<file path="src/rtl/eec_pkg.sv">
package eec_pkg;
    localparam logic [1:0] SEL_DATA = 2'd0;
    localparam logic [1:0] SEL_ADDR = 2'd1;
    localparam logic [1:0] SEL_CMD  = 2'd2;
    localparam logic [1:0] SEL_WCNT = 2'd3;

    localparam logic [7:0] OP_STEP    = 8'h01;
    localparam logic [7:0] OP_START   = 8'h02;
    localparam logic [7:0] OP_STOP    = 8'h03;
    localparam logic [7:0] OP_CLRPIPE = 8'h04;
    localparam logic [7:0] OP_CLRPROF = 8'h0C;
    localparam logic [7:0] OP_RD_IMEM = 8'h10;
    localparam logic [7:0] OP_WR_IMEM = 8'h11;
    localparam logic [7:0] OP_RD_DMEM = 8'h12;
    localparam logic [7:0] OP_WR_DMEM = 8'h13;
    localparam logic [7:0] OP_RD_CTX  = 8'h14;
    localparam logic [7:0] OP_WR_CTX  = 8'h15;

    localparam int ST_RUN  = 31;
    localparam int ST_HALT = 30;
    localparam int ST_PZ   = 29;
    localparam int ST_PIPE = 23;

    typedef enum logic [1:0] {
        SP_NONE = 2'd0,
        SP_IMEM = 2'd1,
        SP_DMEM = 2'd2,
        SP_CTX  = 2'd3
    } space_e;
endpackage

</file>
<file path="src/rtl/eec_store.sv">
module eec_store #(
    parameter int AW       = 4,
    parameter int DW       = 32,
    parameter bit TRACK_PC = 1'b0,
    parameter int PC_LSB   = 16,
    parameter int PC_W     = 13
) (
    input  logic          clk,
    input  logic          rst_n,
    input  logic          we,
    input  logic [AW-1:0] waddr,
    input  logic [DW-1:0] wdata,
    input  logic [AW-1:0] raddr,
    output logic [DW-1:0] rdata,
    input  logic          adv
);
    localparam int DEPTH = 1 << AW;

    logic [DW-1:0] mem_q [DEPTH];
    logic [DW-1:0] mem_d [DEPTH];
    logic [DW-1:0] slot0_adv;

    generate
        if (TRACK_PC) begin : g_pc
            always_comb begin
                slot0_adv = mem_q[0];
                slot0_adv[PC_LSB +: PC_W] = mem_q[0][PC_LSB +: PC_W] + 1'b1;
            end
        end else begin : g_plain
            always_comb slot0_adv = mem_q[0];
        end
    endgenerate

    always_comb begin
        for (int i = 0; i < DEPTH; i++) mem_d[i] = mem_q[i];
        if (adv) mem_d[0] = slot0_adv;
        if (we)  mem_d[waddr] = wdata;
    end

    always_ff @(posedge clk or negedge rst_n) begin
        if (!rst_n) begin
            for (int i = 0; i < DEPTH; i++) mem_q[i] <= '0;
        end else begin
            for (int i = 0; i < DEPTH; i++) mem_q[i] <= mem_d[i];
        end
    end

    assign rdata = mem_q[raddr];
endmodule

</file>
<file path="src/rtl/eec_exec.sv">
module eec_exec
    import eec_pkg::*;
#(
    parameter int CNT_W  = 32,
    parameter int PROF_W = 16
) (
    input  logic             clk,
    input  logic             rst_n,
    input  logic             cmd_valid,
    input  logic [7:0]       cmd_code,
    input  logic             wcnt_we,
    input  logic [CNT_W-1:0] wcnt_wdata,
    output logic             running,
    output logic             pipe_clean,
    output logic             prof_zero,
    output logic             retire,
    output logic [CNT_W-1:0] wcnt
);
    typedef struct packed {
        logic              run;
        logic              pipe;
        logic [PROF_W-1:0] prof;
        logic [CNT_W-1:0]  cnt;
    } exec_t;

    exec_t st_d, st_q;

    always_comb begin
        st_d   = st_q;
        retire = st_q.run || (cmd_valid && cmd_code == OP_STEP);
        if (retire) begin
            st_d.cnt  = st_q.cnt + 1'b1;
            st_d.pipe = 1'b0;
        end
        if (st_q.run) st_d.prof = st_q.prof + 1'b1;
        if (cmd_valid) begin
            case (cmd_code)
                OP_START:   st_d.run  = 1'b1;
                OP_STOP:    st_d.run  = 1'b0;
                OP_CLRPIPE: st_d.pipe = 1'b1;
                OP_CLRPROF: st_d.prof = '0;
                default:    ;
            endcase
        end
        if (wcnt_we) st_d.cnt = wcnt_wdata;
    end

    always_ff @(posedge clk or negedge rst_n) begin
        if (!rst_n) begin
            st_q <= '{run: 1'b0, pipe: 1'b1, prof: '0, cnt: '0};
        end else begin
            st_q <= st_d;
        end
    end

    assign running    = st_q.run;
    assign pipe_clean = st_q.pipe;
    assign prof_zero  = (st_q.prof == '0);
    assign wcnt       = st_q.cnt;
endmodule

</file>
<file path="src/rtl/engine_exec_ctrl.sv">
module engine_exec_ctrl
    import eec_pkg::*;
#(
    parameter int IMEM_AW = 4,
    parameter int DMEM_AW = 4,
    parameter int CTX_AW  = 4,
    parameter int PROF_W  = 16
) (
    input  logic        clk,
    input  logic        rst_n,
    input  logic        bus_en,
    input  logic        bus_we,
    input  logic [1:0]  bus_sel,
    input  logic [31:0] bus_wdata,
    output logic [31:0] bus_rdata
);
    localparam int DW     = 32;
    localparam int MAX_A  = (IMEM_AW > DMEM_AW) ? IMEM_AW : DMEM_AW;
    localparam int MAXAW  = (MAX_A > CTX_AW) ? MAX_A : CTX_AW;

    typedef struct packed {
        logic [DW-1:0]    xdata;
        logic [DW-1:0]    xaddr;
        logic             rd1;
        space_e           sp1;
        logic [MAXAW-1:0] a1;
        logic             rd2;
        logic [DW-1:0]    v2;
    } top_t;

    top_t st_d, st_q;

    logic          is_wr, is_cmd;
    logic [7:0]    code;
    logic          imem_we, dmem_we, ctx_we;
    logic          rd_req;
    space_e        rd_sp;
    logic [DW-1:0] imem_rd, dmem_rd, ctx_rd;
    logic          run_w, pipe_w, profz_w, retire_w;
    logic [DW-1:0] wcnt_w;
    logic [DW-1:0] status_w;

    assign is_wr   = bus_en && bus_we;
    assign is_cmd  = is_wr && (bus_sel == SEL_CMD);
    assign code    = bus_wdata[7:0];
    assign imem_we = is_cmd && (code == OP_WR_IMEM);
    assign dmem_we = is_cmd && (code == OP_WR_DMEM);
    assign ctx_we  = is_cmd && (code == OP_WR_CTX);

    always_comb begin
        rd_req = 1'b0;
        rd_sp  = SP_NONE;
        if (is_cmd) begin
            case (code)
                OP_RD_IMEM: begin rd_req = 1'b1; rd_sp = SP_IMEM; end
                OP_RD_DMEM: begin rd_req = 1'b1; rd_sp = SP_DMEM; end
                OP_RD_CTX:  begin rd_req = 1'b1; rd_sp = SP_CTX;  end
                default:    ;
            endcase
        end
    end

    always_comb begin
        st_d     = st_q;
        st_d.rd1 = rd_req;
        st_d.sp1 = rd_sp;
        st_d.a1  = st_q.xaddr[MAXAW-1:0];
        st_d.rd2 = st_q.rd1;
        case (st_q.sp1)
            SP_IMEM: st_d.v2 = imem_rd;
            SP_DMEM: st_d.v2 = dmem_rd;
            SP_CTX:  st_d.v2 = ctx_rd;
            default: st_d.v2 = '0;
        endcase
        if (is_wr && bus_sel == SEL_DATA) st_d.xdata = bus_wdata;
        if (is_wr && bus_sel == SEL_ADDR) st_d.xaddr = bus_wdata;
        if (st_q.rd2) st_d.xdata = st_q.v2;
    end

    always_ff @(posedge clk or negedge rst_n) begin
        if (!rst_n) begin
            st_q <= '{xdata: '0, xaddr: '0, rd1: 1'b0, sp1: SP_NONE,
                      a1: '0, rd2: 1'b0, v2: '0};
        end else begin
            st_q <= st_d;
        end
    end

    eec_store #(.AW(IMEM_AW), .DW(DW), .TRACK_PC(1'b0)) i_imem (
        .clk(clk), .rst_n(rst_n), .we(imem_we),
        .waddr(st_q.xaddr[IMEM_AW-1:0]), .wdata(st_q.xdata),
        .raddr(st_q.a1[IMEM_AW-1:0]), .rdata(imem_rd), .adv(1'b0)
    );

    eec_store #(.AW(DMEM_AW), .DW(DW), .TRACK_PC(1'b0)) i_dmem (
        .clk(clk), .rst_n(rst_n), .we(dmem_we),
        .waddr(st_q.xaddr[DMEM_AW-1:0]), .wdata(st_q.xdata),
        .raddr(st_q.a1[DMEM_AW-1:0]), .rdata(dmem_rd), .adv(1'b0)
    );

    eec_store #(.AW(CTX_AW), .DW(DW), .TRACK_PC(1'b1), .PC_LSB(16), .PC_W(13)) i_ctx (
        .clk(clk), .rst_n(rst_n), .we(ctx_we),
        .waddr(st_q.xaddr[CTX_AW-1:0]), .wdata(st_q.xdata),
        .raddr(st_q.a1[CTX_AW-1:0]), .rdata(ctx_rd), .adv(retire_w)
    );

    eec_exec #(.CNT_W(DW), .PROF_W(PROF_W)) i_exec (
        .clk(clk), .rst_n(rst_n),
        .cmd_valid(is_cmd), .cmd_code(code),
        .wcnt_we(is_wr && bus_sel == SEL_WCNT), .wcnt_wdata(bus_wdata),
        .running(run_w), .pipe_clean(pipe_w), .prof_zero(profz_w),
        .retire(retire_w), .wcnt(wcnt_w)
    );

    always_comb begin
        status_w          = '0;
        status_w[ST_RUN]  = run_w;
        status_w[ST_HALT] = !run_w;
        status_w[ST_PZ]   = profz_w;
        status_w[ST_PIPE] = pipe_w;
    end

    always_comb begin
        case (bus_sel)
            SEL_DATA: bus_rdata = st_q.xdata;
            SEL_ADDR: bus_rdata = st_q.xaddr;
            SEL_CMD:  bus_rdata = status_w;
            default:  bus_rdata = wcnt_w;
        endcase
    end
endmodule

</file>
<file path="config.mk">
export PLATFORM = sky130hd
export DESIGN_NAME = engine_exec_ctrl
export DESIGN_NICKNAME = d
export VERILOG_FILES = /design/src/rtl/eec_pkg.sv /design/src/rtl/eec_store.sv /design/src/rtl/eec_exec.sv /design/src/rtl/engine_exec_ctrl.sv
export SDC_FILE = /design/constraint.sdc
export NUM_CORES = 2
export LEC_CHECK = 0
export ABC_AREA = 1
export CORE_MARGIN = 2
export CORE_UTILIZATION = 45
export DETAILED_ROUTE_END_ITERATION = 7
export HOLD_SLACK_MARGIN = 0.08
export SLEW_MARGIN = 5
export SYNTH_ARGS = -nofsm -noshare
export SYNTH_HDL_FRONTEND = slang
export SYNTH_SLANG_ARGS = --single-unit
export TNS_END_PERCENT = 100
</file>
<file path="constraint.sdc">
create_clock -name clk -period 1.8 [get_ports clk]
set_input_delay 0.27 -clock clk [delete_from_list [all_inputs] [get_ports clk]]
set_output_delay 0.27 -clock clk [all_outputs]
set_load 0.02 [all_outputs]
</file>
==> out/qor.yml <==
ys_top_cells_by_count: "nand2_1 (2,096), o21ai_0 (2,019), dfrtp_1 (1,689)"
final-max-slew-violation-count: 0
netlist_area_sq_um: 76600
path_class: "reg2out"
failed_checks: "setup timing"
min_path_type: "in2reg"
critical_path_required_ns: 1.53
drt-total-wl_mm: 317.0
synth.top_cell.area_share_pct: 55.18
status: "complete, but fails checks"
die_area_sq_um: 173500
place_congestion: 0.9242
synth_top_family_by_area: "simple AND/OR/NAND/NOR gates"
ys_ff_latch: 1690
ys_types: 39
synth_cells: 9442
antenna_found_initial: 20
numPortBuffers: 69
synth_adder_area_share_pct: 0.06534
post-place-ws_ns: -0.8702
fin_util_pct: 59.89
area_growth_pct: 32.36
grt_overflow: 0
p_leak_nw: 46.41
p_total_mw: 108.7
grt_pass1_wl_mm: 418.9
vias: 73740
ios: 70
synth_flop_cell: "dfrtp_1"
slew_headroom_pct: 50.53
vias_per_cell: 6.006
fmax_mhz: 422.0
fp-row-count: 151
synth_seq_area_share_pct: 55.21
critPathLaunchType: "flop"
final_area_sq_um: 101400
tightest_slew_ns: 0.7420
reg2reg_to: "st_q[6]$_DFF_PN0_"
yosys_warnings: 0
yosysMostFrequentCell: "nand2_1"
antenna_left: 0
drt_iter0_markers: 9990
cts_sinks: 1690
insertion_delay_ns: 0.85
fp.dieH_um: 416.6
drive_gt1_share_pct: 20.86
fin_worst_skew_ns: 0.05032
fillers: 14400
crit_start: "i_exec.st_q[36]$_DFF_PN0_"
dp_hpwl_mm: 159.2
peakVddDrop_mv: 0.9030
synth_fp_nets: 9484
syn_area_per_cell_sq_um: 8.113
crit_end: "bus_rdata[29]"
reg2reg_depth: 13
synth_xor_area_share_pct: 0.3201
rrSetupSlack_ns: -0.57
dp.cells: 11550
cts_buffer_depth: 3
grt_util_all_layers_pct: 31.38
arrival_ns: 2.10
grt_pass1_vias: 66550
rsz0062_at_grt: "true"
grt_max_degree: 105
synthMuxAreaShare_pct: 0.02940
drcViolationCount: 0
die_width_um: 416.6
critPathMaxFanout: 2
synth_compound_area_share_pct: 18.84
postPlaceCellArea_sq_um: 84430
finalCritPeriodShare_pct: 131.6
h-tree-depth: 4
first_pass_iters: 7
root_buffer: "clkbuf_16"
wl_per_cell_um: 25.82
end_kind: "output port"
maxCapViolations: 0
synthArstFlopShare_pct: 100.0
cts_tree: "yes"
p_per_area_nw_per_um2: 1072
stdcell_count: 12280
yosysTopAreaCell: "dfrtp_1"
final_net_count: 9940
synth-edff-count: 0
finalSetupViolations: 392
fin_crit_ns: 2.369
numCtsBuffers: 182
whs_ns: 0.1319
setup_tns_ns: -32.36
setup_ws_ns: -0.5694
yosys.area_share.simple_pct: 20.13
finalHoldViolCount: 0
synthTopCellsByArea: "dfrtp_1 (55%), o21ai_0 (13%), nand2_1 (10%)"
clk_transition_reported_paths_ns: 0.07
rr_startpoint: "st_q[33]$_DFF_PN0_"
start_util_pct: 45.25
design.core.area_sq_um: 169300
[how the worst min path moves through the flow]
stage | cells past startpoint | endpoint | slack (ns) | startpoint
floorplan | 0 | i_ctx.mem_q[0]$_DFFE_PN0P_ | -0.03 | rst_n
finish | 3 | st_q[62]$_DFFE_PN0P_ | 0.13 | bus_wdata[22]
detailed placement | 1 | i_dmem.mem_q[106]$_DFFE_PN0P_ | 0.16 | rst_n
global placement | 1 | i_dmem.mem_q[106]$_DFFE_PN0P_ | 0.16 | rst_n
CTS | 3 | st_q[92]$_DFFE_PN0P_ | 0.09 | bus_wdata[20]
global route | 3 | st_q[62]$_DFFE_PN0P_ | 0.14 | bus_wdata[22]
[final cells by class]
type	count	area, sq um	share of cell area (%)
Timing Repair Buffer	1078	15470	15.25
Multi-Input combinational cell	6696	33770	33.31
Tap cell	2218	2775	2.737
Clock buffer	274	5454	5.379
Inverter	249	987.2	0.9737
Timing Repair inverter	1	8.758	0.008638
Clock inverter	57	569.3	0.5615
Sequential cell	1690	42320	41.74
Antenna cell	15	37.54	0.03702
[logic make-up (layout without fill, tap and decap cells)]
group	Yosys count	in the layout
simple gates	3918	3921
fa+ha+maj	4	4
mux	2	2
compound gates	2741	2741
flops	1690	1690
other cells	0	15
buf+inv	1059	1659
xor+xnor	28	28
[power breakdown]
group / leakage (nW) / switching [mW] / internal, mW
Clock: 2.99 / 16.4 / 21.7
Combinational: 20.1 / 19.0 / 12.0
Sequential: 23.3 / 0.757 / 38.8
Total: 46.4 / 36.2 / 72.5
[cells in the final DEF (no fill, tap or decap), drive strengths merged]
| cell | synthesis | routed |
|---|---|---|
| a211oi | 1 | 1 |
| a21o | 1 | 1 |
| a21oi | 124 | 124 |
| a22oi | 1 | 1 |
| and2 | 1 | 1 |
| buf | 156 | 919 |
| bufbuf | 0 | 6 |
| bufinv | 0 | 5 |
| clkbuf | 654 | 380 |
| clkdlybuf4s50 | 0 | 34 |
| clkinv | 5 | 40 |
| clkinvlp | 0 | 4 |
| dfrtp | 1689 | 1689 |
| dfstp | 1 | 1 |
| diode | 0 | 15 |
| dlygate4sd2 | 0 | 2 |
| dlygate4sd3 | 0 | 11 |
| ha | 4 | 4 |
| inv | 244 | 258 |
| mux2 | 2 | 2 |
| nand2 | 2122 | 2125 |
| nand3 | 391 | 391 |
| nand4 | 13 | 13 |
| nor2 | 1353 | 1353 |
| nor2b | 1 | 1 |
| nor3 | 30 | 30 |
| nor3b | 1 | 1 |
| nor4 | 3 | 3 |
| o2111ai | 4 | 4 |
| o211ai | 199 | 199 |
| o21ai | 2339 | 2339 |
| o21bai | 5 | 5 |
| o221ai | 38 | 38 |
| o22ai | 29 | 29 |
| or2 | 3 | 3 |
| xnor2 | 4 | 4 |
| xor2 | 24 | 24 |
[timing repair]
item,4_1_cts,5_1_grt
resized for setup,887,958
hold endpoints to repair,1702,0
cloned,66,132
hold buffers,12,0
endpoints found under the setup margin,228,1222
buffers inserted,137,65
pin swaps,248,333
[routing by layer]
| metal | up-vias | track usage (%) | share of wire [%] |
|---|---|---|---|
| met3 | 847 | 4.251 | 12 |
| met4 | 12 | 12.99 | 5.2 |
| met1 | 36130 | 44.49 | 40 |
| met2 | 4436 | 48.62 | 43 |
| met5 | - | 0 | 0.040 |
| li1 | 32320 | - | - |
[critical path, cell delays in order (launching register included)]
cell and delay, ns:
dfrtp_1 0.40, nor4_4 0.40, nand4_1 0.19, o2111ai_2 0.11, buf_6 0.15
[registers in the layout, summed over array words and instances, names as in the netlist]
name and count:
i_imem.slot0_adv 32, i_dmem.mem_q 480, st_q 99, i_exec.wcnt 32, i_exec.running 1, i_exec.pipe_clean 1, i_imem.mem_q 480, i_dmem.slot0_adv 32
i_ctx.mem_q 512, st_d 5, i_exec.st_q 16
No activity file was read; power rests on OpenSTA's default activity.
